<file path="src/rtl/gsf_pkg.sv">
package gsf_pkg;

  typedef enum logic [3:0] {
    RC_MODE   = 4'd0,
    RC_OTYPE  = 4'd1,
    RC_SPEED  = 4'd2,
    RC_PULL   = 4'd3,
    RC_IN     = 4'd4,
    RC_OUT    = 4'd5,
    RC_SETCLR = 4'd6,
    RC_LOCK   = 4'd7,
    RC_AFLO   = 4'd8,
    RC_AFHI   = 4'd9,
    RC_CLR    = 4'd10,
    RC_HSLV   = 4'd11,
    RC_SECCFG = 4'd12
  } reg_code_e;

  typedef enum logic [2:0] {
    FLD_W1,
    FLD_W2,
    FLD_SR,
    FLD_AFLO,
    FLD_AFHI,
    FLD_CFG,
    FLD_NONE
  } fld_e;

  function automatic fld_e fld_of(input logic [3:0] code);
    case (code)
      RC_MODE, RC_SPEED, RC_PULL:                    return FLD_W2;
      RC_OTYPE, RC_IN, RC_OUT, RC_LOCK, RC_CLR, RC_HSLV: return FLD_W1;
      RC_SETCLR:                                     return FLD_SR;
      RC_AFLO:                                       return FLD_AFLO;
      RC_AFHI:                                       return FLD_AFHI;
      RC_SECCFG:                                     return FLD_CFG;
      default:                                       return FLD_NONE;
    endcase
  endfunction

endpackage

</file>
<file path="src/rtl/sf_seccfg.sv">
module sf_seccfg #(
  parameter int NPINS = 16,
  parameter int DW    = 32
) (
  input  logic             clk,
  input  logic             rst,
  input  logic             sec_en,
  input  logic             wr_en,
  input  logic             wr_secure,
  input  logic [NPINS-1:0] wdata,
  output logic [NPINS-1:0] cfg_q,
  output logic [NPINS-1:0] eff,
  output logic [DW-1:0]    rd_word
);

  always_ff @(posedge clk) begin
    if (rst) cfg_q <= '1;
    else if (wr_en && sec_en && wr_secure) cfg_q <= wdata;
  end

  assign eff     = sec_en ? cfg_q : '0;
  assign rd_word = sec_en ? {{(DW-NPINS){1'b0}}, cfg_q} : '0;

  // a write that is not secure, or arrives while disabled, keeps the map
  a_r7_unauth_write_kept: assert property (@(posedge clk) disable iff (rst)
    (wr_en && !(sec_en && wr_secure)) |=> $stable(cfg_q));

endmodule

</file>
<file path="src/rtl/sf_mask_expand.sv">
module sf_mask_expand
  import gsf_pkg::*;
#(
  parameter int NPINS = 16,
  parameter int DW    = 32,
  parameter int AFW   = 4
) (
  input  logic [NPINS-1:0] blk,
  input  fld_e             fld,
  output logic [DW-1:0]    allow
);

  localparam int AF_PER = DW / AFW;

  logic [NPINS-1:0] ok;
  logic [DW-1:0]    m_w1, m_w2, m_sr, m_aflo, m_afhi;

  assign ok   = ~blk;
  assign m_w1 = {{(DW-NPINS){1'b1}}, ok};
  assign m_sr = {ok, ok};

  for (genvar p = 0; p < NPINS; p++) begin : g_w2
    assign m_w2[2*p +: 2] = {2{ok[p]}};
  end

  for (genvar j = 0; j < AF_PER; j++) begin : g_af
    assign m_aflo[j*AFW +: AFW] = {AFW{ok[j]}};
    assign m_afhi[j*AFW +: AFW] = {AFW{ok[j+AF_PER]}};
  end

  always_comb begin
    case (fld)
      FLD_W1:   allow = m_w1;
      FLD_W2:   allow = m_w2;
      FLD_SR:   allow = m_sr;
      FLD_AFLO: allow = m_aflo;
      FLD_AFHI: allow = m_afhi;
      default:  allow = '0;
    endcase
  end

endmodule

</file>
<file path="src/rtl/gpio_secure_filter.sv">
module gpio_secure_filter
  import gsf_pkg::*;
#(
  parameter int NPINS = 16,
  parameter int DW    = 32,
  parameter int AFW   = 4,
  parameter int RW    = 4
) (
  input  logic          clk,
  input  logic          rst,
  input  logic          sec_en,
  input  logic          acc_valid,
  input  logic          acc_write,
  input  logic          acc_secure,
  input  logic [RW-1:0] acc_reg,
  input  logic [DW-1:0] acc_wdata,
  input  logic [DW-1:0] file_rdata,
  output logic          out_valid,
  output logic          out_write,
  output logic          out_secure,
  output logic [RW-1:0] out_reg,
  output logic [DW-1:0] out_wdata,
  output logic [DW-1:0] out_wmask,
  output logic [DW-1:0] out_rdata,
  output logic          port_ctl_secure
);

  logic [NPINS-1:0] cfg_q, eff, blk;
  logic [DW-1:0]    cfg_rd, allow, rd_sel;
  fld_e             fld;
  logic             cfg_wr;

  assign fld    = fld_of(acc_reg);
  assign cfg_wr = acc_valid && acc_write && (fld == FLD_CFG);

  sf_seccfg #(.NPINS(NPINS), .DW(DW)) u_cfg (
    .clk(clk), .rst(rst), .sec_en(sec_en),
    .wr_en(cfg_wr), .wr_secure(acc_secure),
    .wdata(acc_wdata[NPINS-1:0]),
    .cfg_q(cfg_q), .eff(eff), .rd_word(cfg_rd)
  );

  assign blk = acc_secure ? '0 : eff;

  sf_mask_expand #(.NPINS(NPINS), .DW(DW), .AFW(AFW)) u_exp (
    .blk(blk), .fld(fld), .allow(allow)
  );

  always_comb begin
    if (fld == FLD_CFG)       rd_sel = cfg_rd;
    else if (fld == FLD_NONE) rd_sel = '0;
    else                      rd_sel = file_rdata & allow;
  end

  always_ff @(posedge clk) begin
    if (rst) begin
      out_valid       <= 1'b0;
      out_write       <= 1'b0;
      out_secure      <= 1'b0;
      out_reg         <= '0;
      out_wdata       <= '0;
      out_wmask       <= '0;
      out_rdata       <= '0;
      port_ctl_secure <= 1'b0;
    end else begin
      out_valid       <= acc_valid;
      out_write       <= acc_write;
      out_secure      <= acc_secure;
      out_reg         <= acc_reg;
      out_wdata       <= acc_wdata;
      out_wmask       <= (acc_valid && acc_write) ? allow : '0;
      out_rdata       <= (acc_valid && !acc_write) ? rd_sel : '0;
      port_ctl_secure <= sec_en && (|cfg_q);
    end
  end

  // secure writes to the mode register are never filtered
  a_r3_secure_mode_open: assert property (@(posedge clk) disable iff (rst)
    (out_valid && out_write && out_secure && out_reg == RW'(RC_MODE)) |-> (&out_wmask));

  // two-bit fields are always enabled as whole pairs
  a_r4_pair_whole: assert property (@(posedge clk) disable iff (rst)
    (out_reg == RW'(RC_MODE) || out_reg == RW'(RC_SPEED) || out_reg == RW'(RC_PULL)) |->
    ((out_wmask & 32'h5555_5555) == ((out_wmask >> 1) & 32'h5555_5555)));

  // set and clear halves carry the same pin mask
  a_r6_sr_halves: assert property (@(posedge clk) disable iff (rst)
    (out_reg == RW'(RC_SETCLR)) |-> (out_wmask[DW-1:DW/2] == out_wmask[DW/2-1:0]));

  // configuration register reads zero when security was off
  a_r8_off_cfg_zero: assert property (@(posedge clk) disable iff (rst)
    (out_valid && !out_write && out_reg == RW'(RC_SECCFG) && $past(!sec_en)) |-> (out_rdata == '0));

  // the control-secure flag needs security enabled in the prior cycle
  a_r9_flag_needs_en: assert property (@(posedge clk) disable iff (rst)
    port_ctl_secure |-> $past(sec_en));

  // no write enables without a valid write
  a_r10_idle_no_mask: assert property (@(posedge clk) disable iff (rst)
    !(out_valid && out_write) |-> (out_wmask == '0));

  // unused codes expose nothing
  a_r11_unused_code: assert property (@(posedge clk) disable iff (rst)
    (out_reg > RW'(RC_SECCFG)) |-> (out_wmask == '0 && out_rdata == '0));

endmodule

</file>
<file path="config.mk">
export PLATFORM = sky130hd
export DESIGN_NAME = gpio_secure_filter
export DESIGN_NICKNAME = d
export VERILOG_FILES = /design/src/rtl/gsf_pkg.sv /design/src/rtl/sf_seccfg.sv /design/src/rtl/sf_mask_expand.sv /design/src/rtl/gpio_secure_filter.sv
export SDC_FILE = /design/constraint.sdc
export NUM_CORES = 1
export LEC_CHECK = 0
export BUFFER_PORTS_ARGS = -buffer_cell sky130_fd_sc_hd__buf_4
export CAP_MARGIN = 20
export CORE_ASPECT_RATIO = 1.1
export CORE_MARGIN = 2
export CORE_UTILIZATION = 45
export DETAILED_ROUTE_END_ITERATION = 10
export PLACE_DENSITY = 0.84
export SLEW_MARGIN = 5
export SYNTH_ARGS = -nofsm -noshare
export SYNTH_HDL_FRONTEND = slang
export SYNTH_HIERARCHICAL = 1
export SYNTH_SLANG_ARGS = --single-unit
export TNS_END_PERCENT = 30
</file>
<file path="constraint.sdc">
create_clock -name clk -period 1.91 [get_ports clk]
set_input_delay 0.382 -clock clk [delete_from_list [all_inputs] [get_ports clk]]
set_output_delay 0.382 -clock clk [all_outputs]
set_load 0.02 [all_outputs]
</file>
==> results.md, run 1 <==
* PwrDens at 973 nW/um^2
* Count of input and output buffers at 177
* Area of the mapped netlist at 5090 sq um
* Detail-routed via count per cell at 5.25
* Final Total Pwr at 0.00690 W
* CTS Buffer Depth at 2
* Count of endpoints failing setup in the final report at 0
* Tightest hold margin at 0.186 ns
* Arrival time at the worst endpoint at 2.11 ns
* Post-synthesis sequential element count at 120
* Capture instance of the worst register-to-register path: out_rdata[29]
* Leading cell types by total area after synthesis: sky130_fd_sc_hd__dfxtp_1, sky130_fd_sc_hd__nor2b_1, sky130_fd_sc_hd__a32oi_1, sky130_fd_sc_hd__buf_4, sky130_fd_sc_hd__nor2_1
* Hold violation total from the final report at 0
* Final cell count without fillers at 852
* Post-synthesis cell type with the largest combined area: sky130_fd_sc_hd__dfxtp_1
* Setup crit start: acc_reg[1]
* Aggregate global-route resource usage at 22.4%
* TritonCTS clock tree: built
* Cells on Worst Hold Path at 2
* Remaining number of nets flagged by the antenna check after routing at 0
* Worst-path cell chain: buf_4 > nor2b_1 > nor2_1 > nor2_2 > buf_12 > or4b_1 > nand4_1 > a32oi_1 > nor2_1
* Worst clock skew at 0.00598 ns
* Kind of capture point of the worst setup path: flip-flop
* Static power due to leakage at 3.31 nW
* Depth of the CTS H-tree at 4
* Horizontal die dimension at 105 um
* Via count at 4,469
* Fin crit period at 1.77 ns
* Cts repair resizes at 0
* Worst Path Class, Setup: input port to flip-flop
* Final standard cell area without fillers at 7090 sq um
* Area of the die at 12,200 sq um
* Layout cell share with drive strength beyond 1 at 34.6%
* CTS Root Cell: sky130_fd_sc_hd__clkbuf_16
* Reg2reg setup slack at 0.15 ns
* Global-route wire length before repair at 21,400 um
* Worst hold path startpoint: acc_wdata[25]
* Area after DPL at 6480 sq um
* Total wire length at 13,600 um
* Outcome: completed
* End point of the most critical hold path: out_wdata[25]
* Wire length per cell at 16.0 um
* Max capacitance violation total at 0
* Half-perimeter wire length after placement at 9950 um
* Crit-path most repeated cell: sky130_fd_sc_hd__nor2_1
* Antenna violations before repair at 0
* Maximum operating frequency at 566 MHz
* Sequential element share of the synthesized area at 47.2%
* Critical Path RT at 2.25 ns
* Cell count after synthesis at 526
* Largest registers: out_rdata: 32 flops, out_wdata: 32 flops, out_wmask: 32 flops
* Post-route DRC violation count at 0
* Initial Util at 46.4%
* Setup TNS after final layout at 0 ns
* Starting DRT DRC Count at 268
* Startpoint of the lowest-slack register-to-register path: u_cfg/cfg_q[7]
* Yosys warns at 6
* Number of distinct standard cells referenced by the synthesized netlist at 41
* Number of nets at the end of the flow at 766
* Average size of a mapped cell at 9.67 sq um
* Worst-path maximum fanout at 52
* Placed insts at 820
* Layout area overhead at 39.2%
* Vertical extent of the die at 116 um
* Layout fillers at 850
* Critical path's largest stage delay at 0.53 ns
* Share of flip-flops with an asynchronous set or reset at 0%
* Hold-fix buffers at CTS at 0
* Cell at the slowest stage of the critical path: sky130_fd_sc_hd__or4b_1
* I/O pin cnt at 178
* Final clock period utilization by the worst path at 92.5%
* Class of the worst hold path: input port to flip-flop
* Num CTS Buffers at 17
* Clock latency on the worst-skew pair at 0.41 ns
* Number of detailed-route iterations in the first pass at 5
* Peak ir drop on the vdd network at 578 uV
* Aggregate global routing overflow at 0
* Final estimated routing congestion in global placement at 0.878
* Launching element type of the critical path: input port
* Area share of the largest cell type after synthesis at 47.2%
* Row count at 40
* Number of clock sinks at 120
* RSZ-0062 raised after global routing: no
* Number of enable flip-flop cells after synthesis at 0
* Placeable core area at 11,000 sq um
* Post-CTS Setup Repair Bufs at 0
* Clock slew seen by the registers of the worst setup and hold paths at 0.05 ns
* Number of diodes added for antenna fixing at 0
* Max Transition Viols Final at 0
* Number of cells on the worst reg-to-reg path at 6
* Most used DFF post-synth: sky130_fd_sc_hd__dfxtp_1
* Maximum number of pins on one net before global-route repair at 53
* Vias in the first global route at 4,400
## through the flow
step	utilization, %	setup slack (ns)
4_1_cts	64.6	0.162
2_1_floorplan	-	-0.00343
3_5_place_dp	59.1	-0.251
3_3_place_gp	59.1	-0.181
5_1_grt	64.6	0.0168
6_report	64.6	0.143
## cells by family after synthesis
family	after synthesis	synth area share, %
AND/OR/NAND/NOR	264	32.2
flip-flops	120	47.2
buffers and inverters	76	9.29
AO/OA/AOI/OAI	47	7.70
multiplexers	17	3.37
adder cells (fa/ha/maj)	1	0.197
other	1	0.0737
## layer usage
layer	up-vias	GRT usage (%)	part of all wire (%)
met4	0	10.8	2.3
met5	-	0	0
met2	209	37.5	50
li1	2168	-	-
met1	2056	26.2	40
met3	36	6.86	7.5
## Yosys cell counts, types with 4 or more instances
| cell type | count |
|---|---|
| sky130_fd_sc_hd__nor2b_1 | 54 |
| sky130_fd_sc_hd__nand4_1 | 26 |
| sky130_fd_sc_hd__or4b_1 | 20 |
| sky130_fd_sc_hd__nor4_1 | 4 |
| sky130_fd_sc_hd__buf_2 | 5 |
| sky130_fd_sc_hd__a32oi_1 | 32 |
| sky130_fd_sc_hd__mux2i_1 | 16 |
| sky130_fd_sc_hd__clkbuf_1 | 26 |
| sky130_fd_sc_hd__nand4bb_1 | 7 |
| sky130_fd_sc_hd__dfxtp_1 | 120 |
| sky130_fd_sc_hd__nor2_1 | 68 |
| sky130_fd_sc_hd__buf_4 | 36 |
| sky130_fd_sc_hd__buf_6 | 6 |
| sky130_fd_sc_hd__and3_1 | 33 |
| sky130_fd_sc_hd__or3_1 | 21 |
| sky130_fd_sc_hd__a211o_1 | 4 |
| sky130_fd_sc_hd__and2_1 | 16 |
## worst max-delay path: cells and delay by family
kind	cells	cell delay, ns
AOI/OAI and AO/OA	1	0.12
and+or+nand+nor	6	1.23
buffers and inverters	2	0.35
## placed cells by master (no fill, tap or decap), drive strengths merged, types with 2 or more instances in the layout
cell	synthesis	layout
nor2	68	68
and3	33	33
nor2b	55	55
and2	16	16
bufinv	0	4
inv	2	2
buf	47	206
nand4	26	26
clkbuf	27	22
o211ai	3	3
or4b	23	23
nand2b	3	3
nand4bb	7	7
a211o	4	4
clkinv	0	6
o21ai	3	3
a32oi	32	32
dfxtp	120	120
nor4	4	4
conb	1	16
or3	21	21
mux2i	16	16
## layout make-up
cell class	instances	area, sq um	area share [%]
tap	147	184	2.60
timing repair buffer	206	1580	22.4
multi-input combinational	345	2300	32.5
clock inverter	10	150	2.12
inverter	2	7.51	0.106
clock buffer	22	454	6.41
sequential	120	2400	33.9
## how the worst max path moves through the flow
stage / to / slack (ns)
4_1_cts: out_rdata[10] / 0.16
3_5_place_dp: out_rdata[8] / -0.25
2_1_floorplan: out_rdata[2] / -0.003
3_3_place_gp: out_rdata[10] / -0.18
6_report: out_rdata[10] / 0.14
5_1_grt: out_rdata[26] / 0.02
## power by group
part	total [W]	leakage, nW	internal [W]	switching, W
clock network	0.00325	0.301	0.00220	0.00106
registers	0.00263	0.983	0.00260	0.0000276
logic	0.00101	2.03	0.000475	0.000539
total	0.00690	3.31	0.00527	0.00162
Note: power is estimated with default switching activity, not from simulation.
==> run 2, diff against run 1 <==
- MAX_ROUTING_LAYER: unset -> met4
==> results.md, run 2 (synthesized netlist as in run 1, its figures left out) <==
* Outcome: completed
* Kind of capture point of the worst setup path: flip-flop
* Met3 wire length at 674 um
* Worst slew margin relative to its limit at 67.1%
* Horizontal die dimension at 105 um
* Actual transition at the worst max-transition pin at 0.487 ns
* Maximum operating frequency at 565 MHz
* Detail-routed via count per cell at 5.18
* Final estimated routing congestion in global placement at 0.896
* Starting DRT DRC Count at 234
* Layout area overhead at 40.4%
* Layout cell share with drive strength beyond 1 at 35.8%
* Post-Place Worst Slack at -0.235 ns
* Clock latency on the worst-skew pair at 0.41 ns
* Class of the worst hold path: input port to flip-flop
* Arrival time at the worst endpoint at 2.11 ns
* Highest-count cells in the layout ignoring fill and taps: sky130_fd_sc_hd__buf_4, sky130_fd_sc_hd__dfxtp_1, sky130_fd_sc_hd__nor2_1
* Row count at 40
* Fin crit period at 1.77 ns
* Via count at 4,451
* Maximum number of pins on one net before global-route repair at 43
* Num CTS Buffers at 17
* Final clock period utilization by the worst path at 92.7%
* Launching element type of the critical path: input port
* Cts repair resizes at 0
* Layout fillers at 865
* Most frequent standard cell in the layout excluding fill and tap cells: sky130_fd_sc_hd__buf_4
* Vertical extent of the die at 116 um
* Wire length per cell at 16.2 um
* Routed metal-1 wire length at 5860 um
* Global-route wire length before repair at 21,700 um
* Max capacitance violation total at 0
* Clock slew seen by the registers of the worst setup and hold paths at 0.06 ns
* Static power due to leakage at 3.32 nW
* Highest metal layer with signal wires: met4
* Total area of multi-input combinational cells at 2300 sq um
* Max Transition Viols Final at 0
* Number of detailed-route iterations in the first pass at 4
* Hold-fix buffers at CTS at 0
* PwrDens at 955 nW/um^2
* Count of endpoints failing setup in the final report at 0
* Critical Path RT at 2.25 ns
* Post-CTS Setup Repair Bufs at 0
* Aggregate global-route resource usage at 23.4%
* Count of input and output buffers at 177
* RSZ-0062 raised after global routing: no
* Placeable core area at 11,000 sq um
* Peak ir drop on the vdd network at 683 uV
* CTS Buffer Depth at 2
* Metal2 WL at 7090 um
* Initial Util at 46.4%
* Worst-path maximum fanout at 25
* Setup TNS after final layout at 0 ns
* Flip-flop and latch area at 2400 sq um
* Largest registers: out_rdata: 32 flops, out_wdata: 32 flops, out_wmask: 32 flops
* Area of the die at 12,200 sq um
* Antenna violations before repair at 0
* Aggregate global routing overflow at 0
* Post-route DRC violation count at 0
* CTS Root Cell: sky130_fd_sc_hd__clkbuf_16
* I/O pin cnt at 178
* Half-perimeter wire length after placement at 10,200 um
* Worst Path Class, Setup: input port to flip-flop
* Total wire length at 13,900 um
* Vias in the first global route at 4,356
* TritonCTS clock tree: built
* Number of diodes added for antenna fixing at 0
* Worst clock skew at 0.0116 ns
* Number of clock sinks at 120
* Depth of the CTS H-tree at 4
* Number of nets at the end of the flow at 773
* Final Worst Setup Slack at 0.139 ns
* Hold violation total from the final report at 0
* Remaining number of nets flagged by the antenna check after routing at 0
-- run 2: changes by cell type in the layout (fill, tap and decap cells not counted) --
cell	change
sky130_fd_sc_hd__buf_4	+6
sky130_fd_sc_hd__clkinv_2	-5
sky130_fd_sc_hd__buf_12	+1
sky130_fd_sc_hd__clkinvlp_4	+6
sky130_fd_sc_hd__clkbuf_1	-4
sky130_fd_sc_hd__clkbuf_8	+1
sky130_fd_sc_hd__inv_6	+2
sky130_fd_sc_hd__clkinv_4	+2
sky130_fd_sc_hd__bufinv_16	-2
-- run 2: worst paths after layout --
check / slack, ns / start / cells after the start / endpoint
setup / recovery: 0.14 / acc_reg[2] / 10 / out_rdata[24]
hold / removal: 0.18 / acc_wdata[28] / 2 / out_wdata[28]
setup reg to reg: 0.15 / u_cfg/cfg_q[8] / 7 / out_rdata[24]
hold reg to reg: 0.54 / u_cfg/cfg_q[5] / 2 / u_cfg/cfg_q[5]
-- run 2: area by class of cell --
cell class | instances | area share, %
tap | 147 | 2.57
multi-input combinational | 345 | 32.2
timing repair buffer | 213 | 23.1
clock buffer | 19 | 6.34
clock inverter | 13 | 2.03
inverter | 2 | 0.105
sequential | 120 | 33.6
-- run 2: layer usage --
layer / vias to the layer above / track usage (%)
met4: 0 / 10.3
met1: 2088 / 27.5
met2: 154 / 39.0
met3: 25 / 4.50
met5: - / -
li1: 2184 / -
-- run 2: power by group --
group | internal (W) | total [W] | switching [W]
clock | 0.00200 | 0.00317 | 0.00118
sequential | 0.00260 | 0.00262 | 0.0000276
combinational | 0.000487 | 0.00102 | 0.000537
total | 0.00508 | 0.00682 | 0.00174
-- run 2: metrics by stage --
stage	cell area [sq um]	hold WS (ns)	power, W	cells	utilization (%)
after floorplan	5150	0.499	0.00328	541	-
after global placement	6550	0.515	0.00367	827	59.7
after detailed placement	6550	0.525	0.00370	827	59.7
after CTS	7140	0.170	0.00686	859	65.2
after global routing	7140	0.179	0.00707	859	65.2
final	7140	0.181	0.00682	859	65.2
-- run 2: worst max-delay path, cell delays in order --
cell	delay, ns
sky130_fd_sc_hd__buf_4	0.13
sky130_fd_sc_hd__nor3_1	0.20
sky130_fd_sc_hd__a21oi_1	0.10
sky130_fd_sc_hd__o21ai_2	0.17
sky130_fd_sc_hd__buf_12	0.18
sky130_fd_sc_hd__buf_4	0.16
sky130_fd_sc_hd__or4b_1	0.44
sky130_fd_sc_hd__nand4_1	0.14
sky130_fd_sc_hd__a32oi_1	0.10
sky130_fd_sc_hd__nor2_1	0.11
==> run 3, diff against run 2 <==
--- a/config.mk
+++ b/config.mk
@@ -10,3 +10,3 @@
 export CORE_ASPECT_RATIO = 1.1
-export CORE_MARGIN = 2
+export CORE_MARGIN = 1.5
 export CORE_UTILIZATION = 45
==> constraint.sdc (replaced) <==
create_clock -name clk -period 1.91 [get_ports clk]
set_input_delay 0.2865 -clock clk [delete_from_list [all_inputs] [get_ports clk]]
set_output_delay 0.2865 -clock clk [all_outputs]
set_load 0.02 [all_outputs]
==> results.md, run 3 (synthesized netlist as in run 1, its figures left out) <==
* CTS Root Cell: sky130_fd_sc_hd__clkbuf_16
* Tightest hold margin at 0.0965 ns
* Cells on Worst Hold Path at 2
* Count of input and output buffers at 177
* Wire length per cell at 16.4 um
* Final Worst Setup Slack at 0.181 ns
* Placed insts at 829
* Maximum number of pins on one net before global-route repair at 39
* RSZ-0062 raised after global routing: no
* Critical path depth at 6
* Worst hold path startpoint: acc_wdata[30]
* Half-perimeter wire length after placement at 10,200 um
* Cts repair resizes at 0
* Total buffers and inverters traversed by the critical path at 0
* Initial Util at 46.4%
* Worst-path cell chain: and2_1 > nor2b_1 > nand4bb_1 > nand4_1 > a32oi_1 > nor2_1
* Final standard cell area without fillers at 7030 sq um
* Area after DPL at 6540 sq um
* Global-route wire length before repair at 22,500 um
* Horizontal die dimension at 104 um
* Number of detailed-route iterations in the first pass at 5
* Max Transition Viols Final at 0
* Fin crit period at 1.73 ns
* Arrival time at the worst endpoint at 2.00 ns
* Final cell count without fillers at 858
* Vertical extent of the die at 115 um
* Starting DRT DRC Count at 356
* Largest registers: out_rdata: 32 flops, out_wdata: 32 flops, out_wmask: 32 flops
* Launching element type of the critical path: flip-flop
* Placeable core area at 11,000 sq um
* Most frequent standard cell in the layout excluding fill and tap cells: sky130_fd_sc_hd__buf_4
* Detail-routed via count per cell at 5.30
* TritonCTS clock tree: built
* Outcome: completed
* Worst-path maximum fanout at 4
* I/O pin cnt at 178
* Row count at 40
* Startpoint of the lowest-slack register-to-register path: u_cfg/cfg_q[4]
* Kind of capture point of the worst setup path: flip-flop
* Delay-heaviest family, CP: simple AND/OR/NAND/NOR gates
* CTS Buffer Depth at 2
* Number of diodes added for antenna fixing at 0
* Antenna violations before repair at 0
* Clock slew seen by the registers of the worst setup and hold paths at 0.05 ns
* Maximum operating frequency at 578 MHz
* Class of the worst hold path: input port to flip-flop
* Layout area overhead at 38.2%
* Clock latency on the worst-skew pair at 0.40 ns
* Aggregate global routing overflow at 0
* Reg2reg setup slack at 0.18 ns
* Aggregate global-route resource usage at 24.5%
* Vias in the first global route at 4,494
* Setup crit start: u_cfg/cfg_q[4]
* Peak ir drop on the vdd network at 583 uV
* End point of the most critical hold path: out_wdata[30]
* Worst clock skew at 0.0108 ns
* Critical Path RT at 2.18 ns
* Post-route DRC violation count at 0
* Cell at the slowest stage of the critical path: sky130_fd_sc_hd__dfxtp_1
* Max capacitance violation total at 0
* Worst Path Class, Setup: flip-flop to flip-flop
* Depth of the CTS H-tree at 4
* Num CTS Buffers at 17
* Capture instance of the worst register-to-register path: out_rdata[16]
* PwrDens at 905 nW/um^2
* Setup TNS after final layout at 0 ns
* Total wire length at 14,100 um
* Via count at 4,551
* Remaining number of nets flagged by the antenna check after routing at 0
* Count of endpoints failing setup in the final report at 0
* Post-CTS Setup Repair Bufs at 0
* Final clock period utilization by the worst path at 90.5%
* Post-Place Worst Slack at -0.197 ns
* Final estimated routing congestion in global placement at 0.874
* Critical path's largest stage delay at 0.34 ns
* Layout cell share with drive strength beyond 1 at 35.0%
* Hold-fix buffers at CTS at 0
* Area of the die at 12,000 sq um
* Number of nets at the end of the flow at 775
* Hold violation total from the final report at 0
* Highest-count cells in the layout ignoring fill and taps: sky130_fd_sc_hd__buf_4, sky130_fd_sc_hd__dfxtp_1, sky130_fd_sc_hd__nor2_1
* Static power due to leakage at 3.30 nW
* Number of cells on the worst reg-to-reg path at 6
* Number of clock sinks at 120
[run 3: changes by cell type in the layout (fill, tap and decap cells not counted)]
cell	previous run	this run
sky130_fd_sc_hd__buf_12	4	2
sky130_fd_sc_hd__buf_4	209	213
sky130_fd_sc_hd__bufinv_16	2	0
sky130_fd_sc_hd__clkbuf_1	0	5
sky130_fd_sc_hd__clkinv_2	1	5
sky130_fd_sc_hd__clkinv_4	2	0
sky130_fd_sc_hd__clkinvlp_4	6	0
sky130_fd_sc_hd__inv_6	2	0
[run 3: how the worst max path moves through the flow]
stage / endpoint / slack, ns
after floorplan: out_rdata[2] / 0.09
after global placement: out_rdata[10] / -0.13
after detailed placement: out_rdata[11] / -0.20
after CTS: out_rdata[11] / 0.21
after global routing: out_rdata[28] / 0.05
final: out_rdata[16] / 0.18
[run 3: metal layers]
| layer | vias up | share of wire (%) | global-route usage (%) |
|---|---|---|---|
| li1 | 2180 | - | - |
| met1 | 2153 | 41 | 28.6 |
| met2 | 194 | 51 | 41.3 |
| met3 | 24 | 6.4 | 5.81 |
| met4 | 0 | 2.1 | 8.70 |
| met5 | - | 0 | - |
[run 3: report_power, final]
part	internal (W)	switching (W)	total [W]
sequential	0.00260	0.0000273	0.00263
combinational	0.000487	0.000547	0.00103
clock	0.00169	0.00101	0.00270
[run 3: layout make-up]
class	count	area (sq um)
fillers	904	3930
flip-flops and latches	120	2400
multi-input cells	345	2300
repair buffers	215	1640
clock buffers	24	472
well taps	147	184
clock inverters	5	25.0
inverters	2	7.51
[run 3: worst reg2reg max path, stage by stage, from the launching register on]
cell,delay [ns]
sky130_fd_sc_hd__dfxtp_1,0.34
sky130_fd_sc_hd__and2_1,0.18
sky130_fd_sc_hd__nor2b_1,0.34
sky130_fd_sc_hd__nand4bb_1,0.25
sky130_fd_sc_hd__nand4_1,0.20
sky130_fd_sc_hd__a32oi_1,0.23
sky130_fd_sc_hd__nor2_1,0.05
[run 3: per-stage QoR]
step | total power (W) | utilization [%]
after detailed placement | 0.00370 | 59.6
after global routing | 0.00661 | 64.2
after CTS | 0.00639 | 64.2
after global placement | 0.00368 | 59.6
final | 0.00636 | 64.2
after floorplan | 0.00328 | -
